$ cat config.mk
export PLATFORM = sky130hd
export DESIGN_NAME = link_tx_arbiter
export DESIGN_NICKNAME = d
export VERILOG_FILES = /design/src/rtl/link_tx_pkg.sv /design/src/rtl/link_tx_pending.sv /design/src/rtl/link_tx_credit.sv /design/src/rtl/link_tx_prio.sv /design/src/rtl/link_tx_arbiter.sv
export SDC_FILE = /design/constraint.sdc
export NUM_CORES = 1
export LEC_CHECK = 0
export BUFFER_PORTS_ARGS = -buffer_cell sky130_fd_sc_hd__buf_2
export CORE_UTILIZATION = 43
export DETAILED_ROUTE_END_ITERATION = 12
export PLACE_DENSITY = 0.71
export SLEW_MARGIN = 20
export SYNTH_ARGS = -nofsm -noshare
export SYNTH_HDL_FRONTEND = slang
export SYNTH_SLANG_ARGS = --single-unit
export TNS_END_PERCENT = 10
$ cat constraint.sdc
create_clock -name clk -period 2.2 [get_ports clk]
set_input_delay 0.44 -clock clk [delete_from_list [all_inputs] [get_ports clk]]
set_output_delay 0.44 -clock clk [all_outputs]
set_load 0.01 [all_outputs]
$ cat src/rtl/link_tx_pkg.sv
// Shared types and constants for the link transmit arbiter.
package link_tx_pkg;

    // Character type chosen for a slot; the encoder downstream decodes these values.
    typedef enum logic [1:0] {
        CH_NULL = 2'd0,
        CH_FCT  = 2'd1,
        CH_DATA = 2'd2,
        CH_TIME = 2'd3
    } char_kind_e;

    localparam int CREDIT_MAX_DEF  = 56;
    localparam int CREDIT_STEP_DEF = 8;

    // Indices into the pending-request vector.
    localparam int REQ_FCT  = 0;
    localparam int REQ_TIME = 1;
    localparam int REQ_NUM  = 2;

endpackage

$ cat src/rtl/link_tx_pending.sv
// Single pending-request latch.
// Assumes: set and clr are single-cycle pulses; a set in the cycle of a clear wins.
module link_tx_pending (
    input  logic clk,
    input  logic rst_n,
    input  logic flush,
    input  logic set,
    input  logic clr,
    output logic pend
);
    // Hold a request until it is granted; flush drops it.
    always_ff @(posedge clk) begin
        if (!rst_n || flush) begin
            pend <= 1'b0;
        end else begin
            pend <= (pend & ~clr) | set;
        end
    end
endmodule

$ cat src/rtl/link_tx_credit.sv
// Credit counter: refilled by STEP for each received flow token, spent by one per data character.
// Assumes: take is only raised while the count is non-zero.
module link_tx_credit #(
    parameter int MAX  = link_tx_pkg::CREDIT_MAX_DEF,
    parameter int STEP = link_tx_pkg::CREDIT_STEP_DEF,
    localparam int CW  = $clog2(MAX + 1)
) (
    input  logic          clk,
    input  logic          rst_n,
    input  logic          flush,
    input  logic          add,
    input  logic          take,
    output logic [CW-1:0] count,
    output logic          ovf_flag
);
    localparam int SW = CW + 1;

    logic [SW-1:0] sum_add;
    logic          ovf_now;
    logic [SW-1:0] next_cnt;

    // Work out the refill, the overflow test and the net next value.
    always_comb begin
        sum_add  = {1'b0, count} + SW'(STEP);
        ovf_now  = add && (sum_add > SW'(MAX));
        next_cnt = (add && !ovf_now) ? sum_add : {1'b0, count};
        if (take) begin
            next_cnt = next_cnt - SW'(1);
        end
    end

    // Register the count and the sticky overflow flag.
    always_ff @(posedge clk) begin
        if (!rst_n || flush) begin
            count    <= '0;
            ovf_flag <= 1'b0;
        end else begin
            count    <= next_cnt[CW-1:0];
            ovf_flag <= ovf_flag | ovf_now;
        end
    end
endmodule

$ cat src/rtl/link_tx_prio.sv
// Strict priority pick: time code, flow token, data, then NULL filler.
// Assumes: run gates time codes and data; data also needs non-zero credit.
module link_tx_prio (
    input  logic       time_pend,
    input  logic       fct_pend,
    input  logic       data_valid,
    input  logic       run,
    input  logic       credit_nz,
    output logic [1:0] pick
);
    import link_tx_pkg::*;

    // Choose the highest eligible character type.
    always_comb begin
        if (run && time_pend) begin
            pick = CH_TIME;
        end else if (fct_pend) begin
            pick = CH_FCT;
        end else if (run && data_valid && credit_nz) begin
            pick = CH_DATA;
        end else begin
            pick = CH_NULL;
        end
    end
endmodule

$ cat src/rtl/link_tx_arbiter.sv
// Top: per-slot character choice for a link transmitter, with credit tracking.
// Assumes: slot is a one-cycle strobe; requests and fct_rcvd are one-cycle pulses.
module link_tx_arbiter #(
    parameter int CREDIT_MAX  = link_tx_pkg::CREDIT_MAX_DEF,
    parameter int CREDIT_STEP = link_tx_pkg::CREDIT_STEP_DEF,
    localparam int CW         = $clog2(CREDIT_MAX + 1)
) (
    input  logic          clk,
    input  logic          rst_n,
    input  logic          tx_rst,
    input  logic          send_en,
    input  logic          run_mode,
    input  logic          slot,
    input  logic          tc_req,
    input  logic          fct_req,
    input  logic          fct_rcvd,
    input  logic          nchar_valid,
    output logic          nchar_ready,
    output logic          char_valid,
    output logic [1:0]    char_sel,
    output logic [CW-1:0] credit,
    output logic          credit_err
);
    import link_tx_pkg::*;

    logic                grant;
    logic [1:0]          pick;
    logic [REQ_NUM-1:0]  req_set;
    logic [REQ_NUM-1:0]  req_clr;
    logic [REQ_NUM-1:0]  pend;
    logic                take;

    // Decide whether this cycle consumes a slot, and route set/clear to the latches.
    always_comb begin
        grant             = slot && send_en && !tx_rst;
        req_set           = '0;
        req_set[REQ_FCT]  = fct_req;
        req_set[REQ_TIME] = tc_req;
        req_clr           = '0;
        req_clr[REQ_FCT]  = grant && (pick == CH_FCT);
        req_clr[REQ_TIME] = grant && (pick == CH_TIME);
        nchar_ready       = grant && (pick == CH_DATA);
        take              = nchar_ready && nchar_valid;
    end

    genvar g;
    generate
        for (g = 0; g < REQ_NUM; g++) begin : g_pend
            link_tx_pending u_pend (
                .clk  (clk),
                .rst_n(rst_n),
                .flush(tx_rst),
                .set  (req_set[g]),
                .clr  (req_clr[g]),
                .pend (pend[g])
            );
        end
    endgenerate

    link_tx_prio u_prio (
        .time_pend (pend[REQ_TIME]),
        .fct_pend  (pend[REQ_FCT]),
        .data_valid(nchar_valid),
        .run       (run_mode),
        .credit_nz (credit != '0),
        .pick      (pick)
    );

    link_tx_credit #(
        .MAX (CREDIT_MAX),
        .STEP(CREDIT_STEP)
    ) u_credit (
        .clk     (clk),
        .rst_n   (rst_n),
        .flush   (tx_rst),
        .add     (fct_rcvd),
        .take    (take),
        .count   (credit),
        .ovf_flag(credit_err)
    );

    // Register the chosen character type for the encoder.
    always_ff @(posedge clk) begin
        if (!rst_n || tx_rst) begin
            char_valid <= 1'b0;
            char_sel   <= CH_NULL;
        end else begin
            char_valid <= grant;
            if (grant) begin
                char_sel <= pick;
            end
        end
    end
endmodule

* Yosys cells after proc, flatten, opt, wreduce, memory -nomap -nowiden
Index checks and enable logic that the tools add are counted.
** Operators by class
- Bitwise logic cells :: 7
- Order comparisons :: 1
- Eq/ne operators :: 3
- Shift-type cells :: 0
- Add/subtract/negate cells :: 2
- Reductions and logical operators :: 16
- Multiply operators :: 0
- Div/mod/pow operators :: 0
- Mux-type cells :: 5
** Operators by type and width (count)
- 2-to-1 mux 6 bit :: 2
- logical AND 1 bit :: 11
- adder 6 x 4 -> 7 bit (second input constant) :: 1
- greater-than comparator 7 x 6 -> 1 bit (second input constant) :: 1
- 2-to-1 mux 2 bit :: 3
- nonzero test 6 bit :: 1
- subtractor 6 x 1 -> 6 bit (second input constant) :: 1
- equality test 2 bit (second input constant) :: 2
- zero test 1 bit :: 3
- OR 1 bit :: 3
- bitwise AND 1 bit :: 2
- equality test 2 x 1 -> 1 bit (second input constant) :: 1
- NOT 1 bit :: 2
- logical OR 1 bit :: 1
** Storage, ports and cells
- RAM bits :: 0
- ROM bits :: 0
- Register bits after elaboration :: 12
- Memories :: 0
- Input bits :: 10
- Bits in latches :: 0

* Longest topological paths before layout
Gate-level depths: netlist of the first run.
- Word-level depth :: 10
- Gate-level depth with buffers :: 8

* Cells and area by module
Synthesis of the first run repeated with hierarchy kept, for this count alone.
** Second synthesis, totals
- Cell total of the unflattened synthesis :: 77
- Area total of the unflattened synthesis :: 670.6 sq um
** By module, submodules not included
- link_tx_credit :: cells each 45, area each 395.4 sq um, seq. area each 140.1 sq um, instances 1
- link_tx_arbiter :: cells each 20, area each 172.7 sq um, seq. area each 60.1 sq um, instances 1
- link_tx_pending :: cells each 4, area each 40.0 sq um, seq. area each 20.0 sq um, instances 2
- link_tx_prio :: cells each 4, area each 22.5 sq um, seq. area each 0.0 sq um, instances 1

* Worst setup path after synthesis of the first run
Ideal clock, no wire load.
- Path type :: reg2reg
- Start :: reg u_credit.count[0]
- End :: reg u_credit.count[5]
- Data arrival time :: 2281 ps
- Data required time :: 2141 ps
- Clock period less this slack :: 2340 ps
- Setup slack :: -140 ps
- Path buffers :: 0
- Setup time :: 59 ps
- Cell stages (with the launch flop) :: 8
- Cell sequence :: dfxtp_1 inv_1 ha_1 nor3b_2 a2111o_1 or4_4 or4_1 nand2_1
** On the way
- Cells in the longest elaborated chain, start to end :: 9
- Elaborated cells on any way between the ends :: 16
- Those cells by class :: 2 x add/sub; 1 x order compare; 1 x eq/ne; 5 x mux; 7 x reduce/logical
** Ends and longest elaborated chain
- from (decl) :: RTL line link_tx_credit.sv:13 : output logic [CW-1:0] count,
- from (signal assigned) :: RTL line link_tx_credit.sv:38 : count <= next_cnt[CW-1:0];
- branches (longest 8 deep; another with adder 6 x 4 -> 7 bit)
- 2-to-1 mux 6 bit (*) :: RTL line link_tx_credit.sv:27 : if (take) begin
Every way passes the cells marked *.
A chain may end at the register's enable or synchronous reset.

* Worst setup path in the final report of the first run
- Start :: reg u_credit.count[0]
- End :: out nchar_ready
** On the way
- Cells in the longest elaborated chain, start to end :: 7
** Ends and longest elaborated chain
- nonzero test 6 bit :: RTL line link_tx_arbiter.sv:65 : .credit_nz (credit != '0),
- logical AND 1 bit :: RTL line link_tx_prio.sv:19 : end else if (run && data_valid && credit_nz) begin
- 2-to-1 mux 2 bit :: RTL line link_tx_prio.sv:19
- 2-to-1 mux 2 bit :: RTL line link_tx_prio.sv:17 : end else if (fct_pend) begin
- 2-to-1 mux 2 bit :: RTL line link_tx_prio.sv:15 : if (run && time_pend) begin
- equality test 2 bit :: RTL line link_tx_arbiter.sv:42 : nchar_ready = grant && (pick == CH_DATA);
- logical AND 1 bit :: RTL line link_tx_arbiter.sv:42
- to (decl) :: RTL line link_tx_arbiter.sv:18 : output logic nchar_ready,
No other way between the ends.

==> results.md, run 1 <==
- Outcome: completed
- DIE AREA: 1730 µm²
- Syn nets: 95
- Vias in the first global route: between 600 and 700
- Required time of the critical path: around 1.8 ns
- Detailed-route via count: approximately 690
- Met3 usage: 0.0435
- WL per Instance: about 12 µm
- Area occupied by multi-input gates: just over 400 µm²
- Chip width: 41.6 µm
- Maximum clock frequency: 0.461 GHz
- RSZ-0062 raised after global routing: yes
- Distinct cells, synth: 33
- Cell Area, Synth: around 680 µm²
- Lkg Pwr: 0.434 nW
- Largest net degree at the start of global routing: 13
- DRT Wirelength: around 1.5 mm
- Layout Nets: 124
- Relative slew margins: 0.727
- Post-layout power: approximately 460 µW
- Ports: 21
- #FFs+latches synth: 12
- GRT Residual Overflow: 0
- Clock tree buffer depth: 2
- Clk sink count: 12
- P per Cell Area: between 500 and 600 nW/µm²
- Final setup viols: 0
- FF+latch area: 245 µm²
- Final Slew Violations: 0
- Layout area overhead: 32.0%
- Global-route wire length before repair: 2.57 mm
- Vias per cell: approximately 5.5
- GR Layer Usage met1: 0.226
- Hold Fails Final Rpt: 0
- Initial antenna violation count: 0
- Clock Skews: about 0.0018 ns
- PortBufs: 20
- GR peak layer: met2
- CTS tree: yes
- Share of cells above drive strength 1: 0.373
- Setup Buffers After CTS: 0
- Hold Path Class: primary input to register
- Commonest non-fill, non-tap cell in the layout: buf_2
- Placer Congestion: 0.863
- Root buf cell: clkbuf_4
- Syn Area/Cell: 8.24 µm²
- Critical path class: register to output port
- Layout fillers: 118
- Measured slew at the worst slew-check pin: around 0.41 ns
- Antenna Nets Post-Route: 0
- Max cap viols: 0
- Core Region: approximately 1400 µm²
- # rows: 13
- Initial Util: 0.489
- TritonRoute pass-1 iters: 4
- Clk_lat worst skew: 0.27 ns
- Yosys warns: 0
- Critical path endpoint category: output port
- Mapped Cells: a little over 80
- Drt initial violations: 16
- Htree depth: 1
- Ant. Diodes: 0
- Met2 usage: 0.313
- Post-DP HPWL: around 1.1 mm
- Commonest non-fill, non-tap cells in the layout: buf_2, nor2_1, dfxtp_1
- Tcrit/Tclk final: 0.987
- WHS: between 0.3 and 0.4 ns
- # DRC: 0
- CP Launch Type: register
- VDD IR max: 0.332 mV
- CP arrival: 1.73 ns
- Die Span Y: around 42 µm
- Max FO, Critical Path: 5
- Gr usage total: 0.191
- CTS Buf Count: 3
- Post-route minimum period: around 2.2 ns
- Worst-path clk slew: roughly 0.07 ns
- Share of the yosys chip area belonging to registers: 0.356
==> logic make-up (layout without fill, tap and decap cells) <==
kind of cell	after synthesis	count (layout)	synth area share
fa+ha+maj	3	3	0.0556
flops	12	12	0.356
compound gates	22	22	0.219
simple gates	32	32	0.252
mux	1	1	0.0167
buf+inv	8	36	0.0500
xor+xnor	4	4	0.0519
==> report_power, final <==
part	leakage [nW]	internal, mW	switching (mW)
clock	0.0210	0.101	0.0728
sequential	0.0987	0.220	0.00311
combinational	0.314	0.0292	0.0335
==> worst max-delay path, cell delays in order (launching register included) <==
cell and delay (ns):
dfxtp_4 0.36, inv_2 0.04, ha_2 0.19, nor3b_2 0.16, a2111o_1 0.38, buf_4 0.16
inv_4 0.07, buf_6 0.10
==> path summary, 6_finish.rpt <==
kind / startpoint / endpoint / slack [ns] / cells past startpoint
worst max-delay path: u_credit.count[0]$_SDFFE_PP0N_ / nchar_ready / 0.03 / 7
worst min register to register: u_credit.ovf_flag$_SDFF_PP0_ / u_credit.ovf_flag$_SDFF_PP0_ / 0.47 / 2
worst max register to register: u_credit.count[0]$_SDFFE_PP0N_ / u_credit.count[5]$_SDFF_PP0_ / 0.03 / 7
worst min-delay path: tc_req / g_pend[1].u_pend.pend$_SDFF_PP0_ / 0.37 / 3
==> what timing repair did <==
action,CTS,global route
hold endpoints to repair,0,0
hold buffers,0,0
setup endpoints to repair,1,4
pin swaps,0,1
resized for setup,2,3
==> through the flow <==
step                cell area [µm²]  instances  worst slack, ns  setup TNS [ns]   util
global placement                842        121           0.0400               0  0.609
CTS                             885        125          0.00466               0  0.640
floorplan                       693         82         -0.00468        -0.00468      -
global route                    892        125          -0.0394         -0.0785  0.645
detailed placement              842        121           0.0219               0  0.609
finish                          892        125           0.0290               0  0.645
==> sequential cells by signal (all words and copies together) (netlist names) <==
signal and count:
char_sel 2, u_credit.ovf_flag 1, u_credit.count 6, char_valid 1, g_pend.u_pend.pend 2
==> cells in the mapped netlist <==
cell type  count  area (µm²)
a211oi_1       2        15.0
ha_1           3        37.5
nor3b_2        1        12.5
nand2_1        7        26.3
mux2_2         1        11.3
a21o_1         1        7.51
and2_1         1        6.26
nand3_1        3        15.0
or4_4          1        11.3
xor2_1         3        26.3
a2111oi_0      1        8.76
nand2b_1       3        18.8
or4_1          1        7.51
nand4b_1       1        8.76
o22ai_1        1        6.26
dfxtp_1       12         240
a2111o_1       1        11.3
buf_4          1        7.51
or4b_2         1        10.0
a21oi_1        9        45.0
inv_1          6        22.5
xnor2_1        1        8.76
a311oi_1       1        8.76
or2_2          1        6.26
a211o_1        1        8.76
o211ai_1       1        7.51
o32a_1         1        10.0
a31oi_1        1        6.26
and3_1         1        6.26
o21bai_1       1        7.51
clkbuf_1       1        3.75
o21ai_0        1        5.00
nor2_1        11        41.3
==> cell type report <==
cell class | count | share of cell area
clock buffers | 4 | 0.0407
inverters | 6 | 0.0281
multi-input cells | 62 | 0.466
flip-flops and latches | 12 | 0.275
well taps | 15 | 0.0210
repair buffers | 26 | 0.170
==> routing by layer <==
layer  wire (µm)  part of all wire  up-vias
li1            -                 -      349
met1         664              0.45      315
met2         742              0.50       20
met3          60             0.040        2
met4          17             0.011        0
met5           0                 0        -
No activity file was read; power rests on OpenSTA's default activity.
==> run 2: changes to the inputs <==
--- a/config.mk
+++ b/config.mk
@@ -6,7 +6,8 @@
 export NUM_CORES = 1
 export LEC_CHECK = 0
 export BUFFER_PORTS_ARGS = -buffer_cell sky130_fd_sc_hd__buf_2
-export CORE_UTILIZATION = 43
+export CORE_MARGIN = 5
+export CORE_UTILIZATION = 45
 export DETAILED_ROUTE_END_ITERATION = 12
 export PLACE_DENSITY = 0.71
 export SLEW_MARGIN = 20
==> constraint.sdc (replaced) <==
create_clock -name clk -period 2.56 [get_ports clk]
set_input_delay 0.512 -clock clk [delete_from_list [all_inputs] [get_ports clk]]
set_output_delay 0.512 -clock clk [all_outputs]
set_load 0.01 [all_outputs]
==> run 2 against run 1 <==
Sequential power fell by 13%. Clock skew rose by 0.0013 ns. Wire length fell by 7.3%. Non-clock buffer count fell by 5. First-iteration DRC count fell by 6.3%. Count of clock-buffer cells in the layout did not move. Worst hold slack improved by 0.078 ns. Sequential share of layout area rose by 1.5 points. Combinational power fell by 26%. Worst setup slack improved by 0.15 ns. Final area fell by 7.2%. Largest cell class unchanged.
==> results.md, run 2 (same netlist as run 1, synthesis figures left out) <==
- Outcome: completed
- Tcrit/Tclk final: 0.929
- Htree depth: 1 (unchanged)
- GRT Residual Overflow: 0 (unchanged)
- Final setup viols: 0 (unchanged)
- Slowest-stage cell, CP: a2111o_1
- Layout Nets: 119 (-4.0%)
- Top reg by flops: u_credit.count
- Share of cells above drive strength 1: 0.286 (-0.0870)
- Critical path destination: nchar_ready
- Antenna Nets Post-Route: 0 (unchanged)
- CP Launch Type: register
- Clock Skews: 0.00303 ns (+0.00127 ns)
- Ports: 21 (unchanged)
- Max cap viols: 0 (unchanged)
- CTS Buf Count: 3 (unchanged)
- Post-DP Area: 792 µm² (-5.9%)
- Ant. Diodes: 0 (unchanged)
- Cells on Worst Hold Path: 3 (unchanged)
- Hold Crit Start: fct_req
- TritonRoute pass-1 iters: 4 (unchanged)
- Clock tree buffer depth: 2 (unchanged)
- Post-route minimum period: 2.38 ns
- DRT Wirelength: 1.38 mm (-7.3%)
- P per Cell Area: 469 nW/µm² (-9.0%)
- Setup Buffers After CTS: 0 (unchanged)
- Setup slack at placement: 0.197 ns (+0.175 ns)
- Layout area overhead: 22.6%
- Crit path from: u_credit.count[0]$_SDFFE_PP0N_
- Vias in the first global route: 595 (-4.0%)
- Max FO, Critical Path: 5 (unchanged)
- Vias per cell: 5.43 (-1.1%)
- Placer Congestion: 0.812 (-5.8%)
- Commonest non-fill, non-tap cell in the layout: buf_2
- Initial Util: 0.459 (-0.0295)
- Post-DP HPWL: 1.09 mm (-4.4%)
- Post-layout power: 388 µW (-16%)
- CP Cell Sequence: inv_1 > ha_1 > nor3b_2 > a2111o_1 > inv_1 > buf_2
- PortBufs: 20 (unchanged)
- Worst-path clk slew: 0.07 ns (about the same)
- R2r endpoint: u_credit.count[5]$_SDFF_PP0_
- Die Span Y: 48.8 µm (+17%)
- FF-to-FF Start: u_credit.count[0]$_SDFFE_PP0N_
- Relative slew margins: 0.662 (-0.0653)
- Largest regs: u_credit.count x6, char_sel x2, g_pend.u_pend.pend x2
- Setup TNS: 0 ns (unchanged)
- Final Slew Violations: 0 (unchanged)
- Measured slew at the worst slew-check pin: 0.494 ns (+0.0862 ns)
- Root buf cell: clkbuf_4
- Worst r2r path cells: 7 (unchanged)
- Initial antenna violation count: 0 (unchanged)
- Detailed-route via count: 657 (-4.2%)
- Critical path endpoint category: output port
- Drt initial violations: 15 (-1)
- Global-route wire length before repair: 2.35 mm (-8.6%)
- RSZ-0062 raised after global routing: no
- CTS tree: yes
- Chip width: 48.8 µm (+17%)
- Commonest non-fill, non-tap cells in the layout: buf_2, dfxtp_1, nor2_1
- # hold bufs at CTS: 0 (unchanged)
- VDD IR max: 0.261 mV (-21%)
- Max reg flops: 6 (unchanged)
- Crit path top cell by count: inv_1
- Lkg Pwr: 0.411 nW (-5.3%)
- Resized cells post-CTS: 0 (-2)
- Maximum clock frequency: approximately 0.42 GHz
- Hold Path Class: primary input to register
- Required time of the critical path: 2.05 ns (+0.29 ns)
- Slowest cell delay on critical path: 0.47 ns (+0.09 ns)
- R2R Setup Slk: 0.19 ns (+0.16 ns)
- Critical path class: register to output port
- WL per Instance: 11.4 µm (-4.2%)
- # DRC: 0 (unchanged)
- Largest net degree at the start of global routing: 14 (+1)
- CP arrival: 1.87 ns (+0.14 ns)
- Clk_lat worst skew: 0.27 ns (about the same)
- # rows: 14 (+1)
- Final core utilization: 0.563 (-0.0823)
- Final std cell area, no fill: 828 µm² (-7.2%)
- Setup ws final: 0.181 ns (+0.152 ns)
- DIE AREA: 2380 µm² (+37%)
- Clk sink count: 12 (unchanged)
- Core Region: 1470 µm² (+6.4%)
- Hold Fails Final Rpt: 0 (unchanged)
- Gr usage total: 0.120 (-0.0709)
==> run 2: report_power, final <==
part           leakage, nW  switching (mW)  total (mW)  internal (mW)
clock network       0.0210          0.0613       0.148         0.0864
registers           0.0974         0.00338       0.194          0.190
logic                0.293          0.0256      0.0467         0.0211
==> run 2: how the worst min path moves through the flow <==
stage / endpoint / slack, ns
finish: g_pend[0].u_pend.pend$_SDFF_PP0_ / 0.45
global route: g_pend[1].u_pend.pend$_SDFF_PP0_ / 0.48
CTS: g_pend[0].u_pend.pend$_SDFF_PP0_ / 0.44
detailed placement: u_credit.ovf_flag$_SDFF_PP0_ / 0.46
global placement: u_credit.ovf_flag$_SDFF_PP0_ / 0.45
floorplan: g_pend[0].u_pend.pend$_SDFF_PP0_ / 0.47
==> run 2: worst max-delay path: cells and delay by family, from the launching register on <==
family                   cells  cell delay, ns
buffers and inverters        3            0.37
adder cells (fa/ha/maj)      1            0.23
flip-flops                   1            0.37
AND/OR/NAND/NOR              1            0.17
AO/OA/AOI/OAI                1            0.47
==> run 2: layout make-up <==
class | instances | area [µm²]
Clock buffer | 4 | 36.3
Fill cell | 148 | 643
Inverter | 6 | 22.5
Multi-Input combinational cell | 62 | 402
Sequential cell | 12 | 240
Tap cell | 16 | 20.0
Timing Repair Buffer | 21 | 108
==> run 2: through the flow <==
stage | hold slack (ns) | instances
3_3_place_gp | 0.450 | 117
6_report | 0.448 | 121
5_1_grt | 0.483 | 121
2_1_floorplan | 0.465 | 82
3_5_place_dp | 0.458 | 117
4_1_cts | 0.441 | 121
==> run 2: per-layer routing <==
layer / part of all wire / GRT usage
met1: 0.43 / 0.140
met2: 0.50 / 0.202
met3: 0.053 / 0.0337
met4: 0.013 / 0.0538
met5: 0 / 0
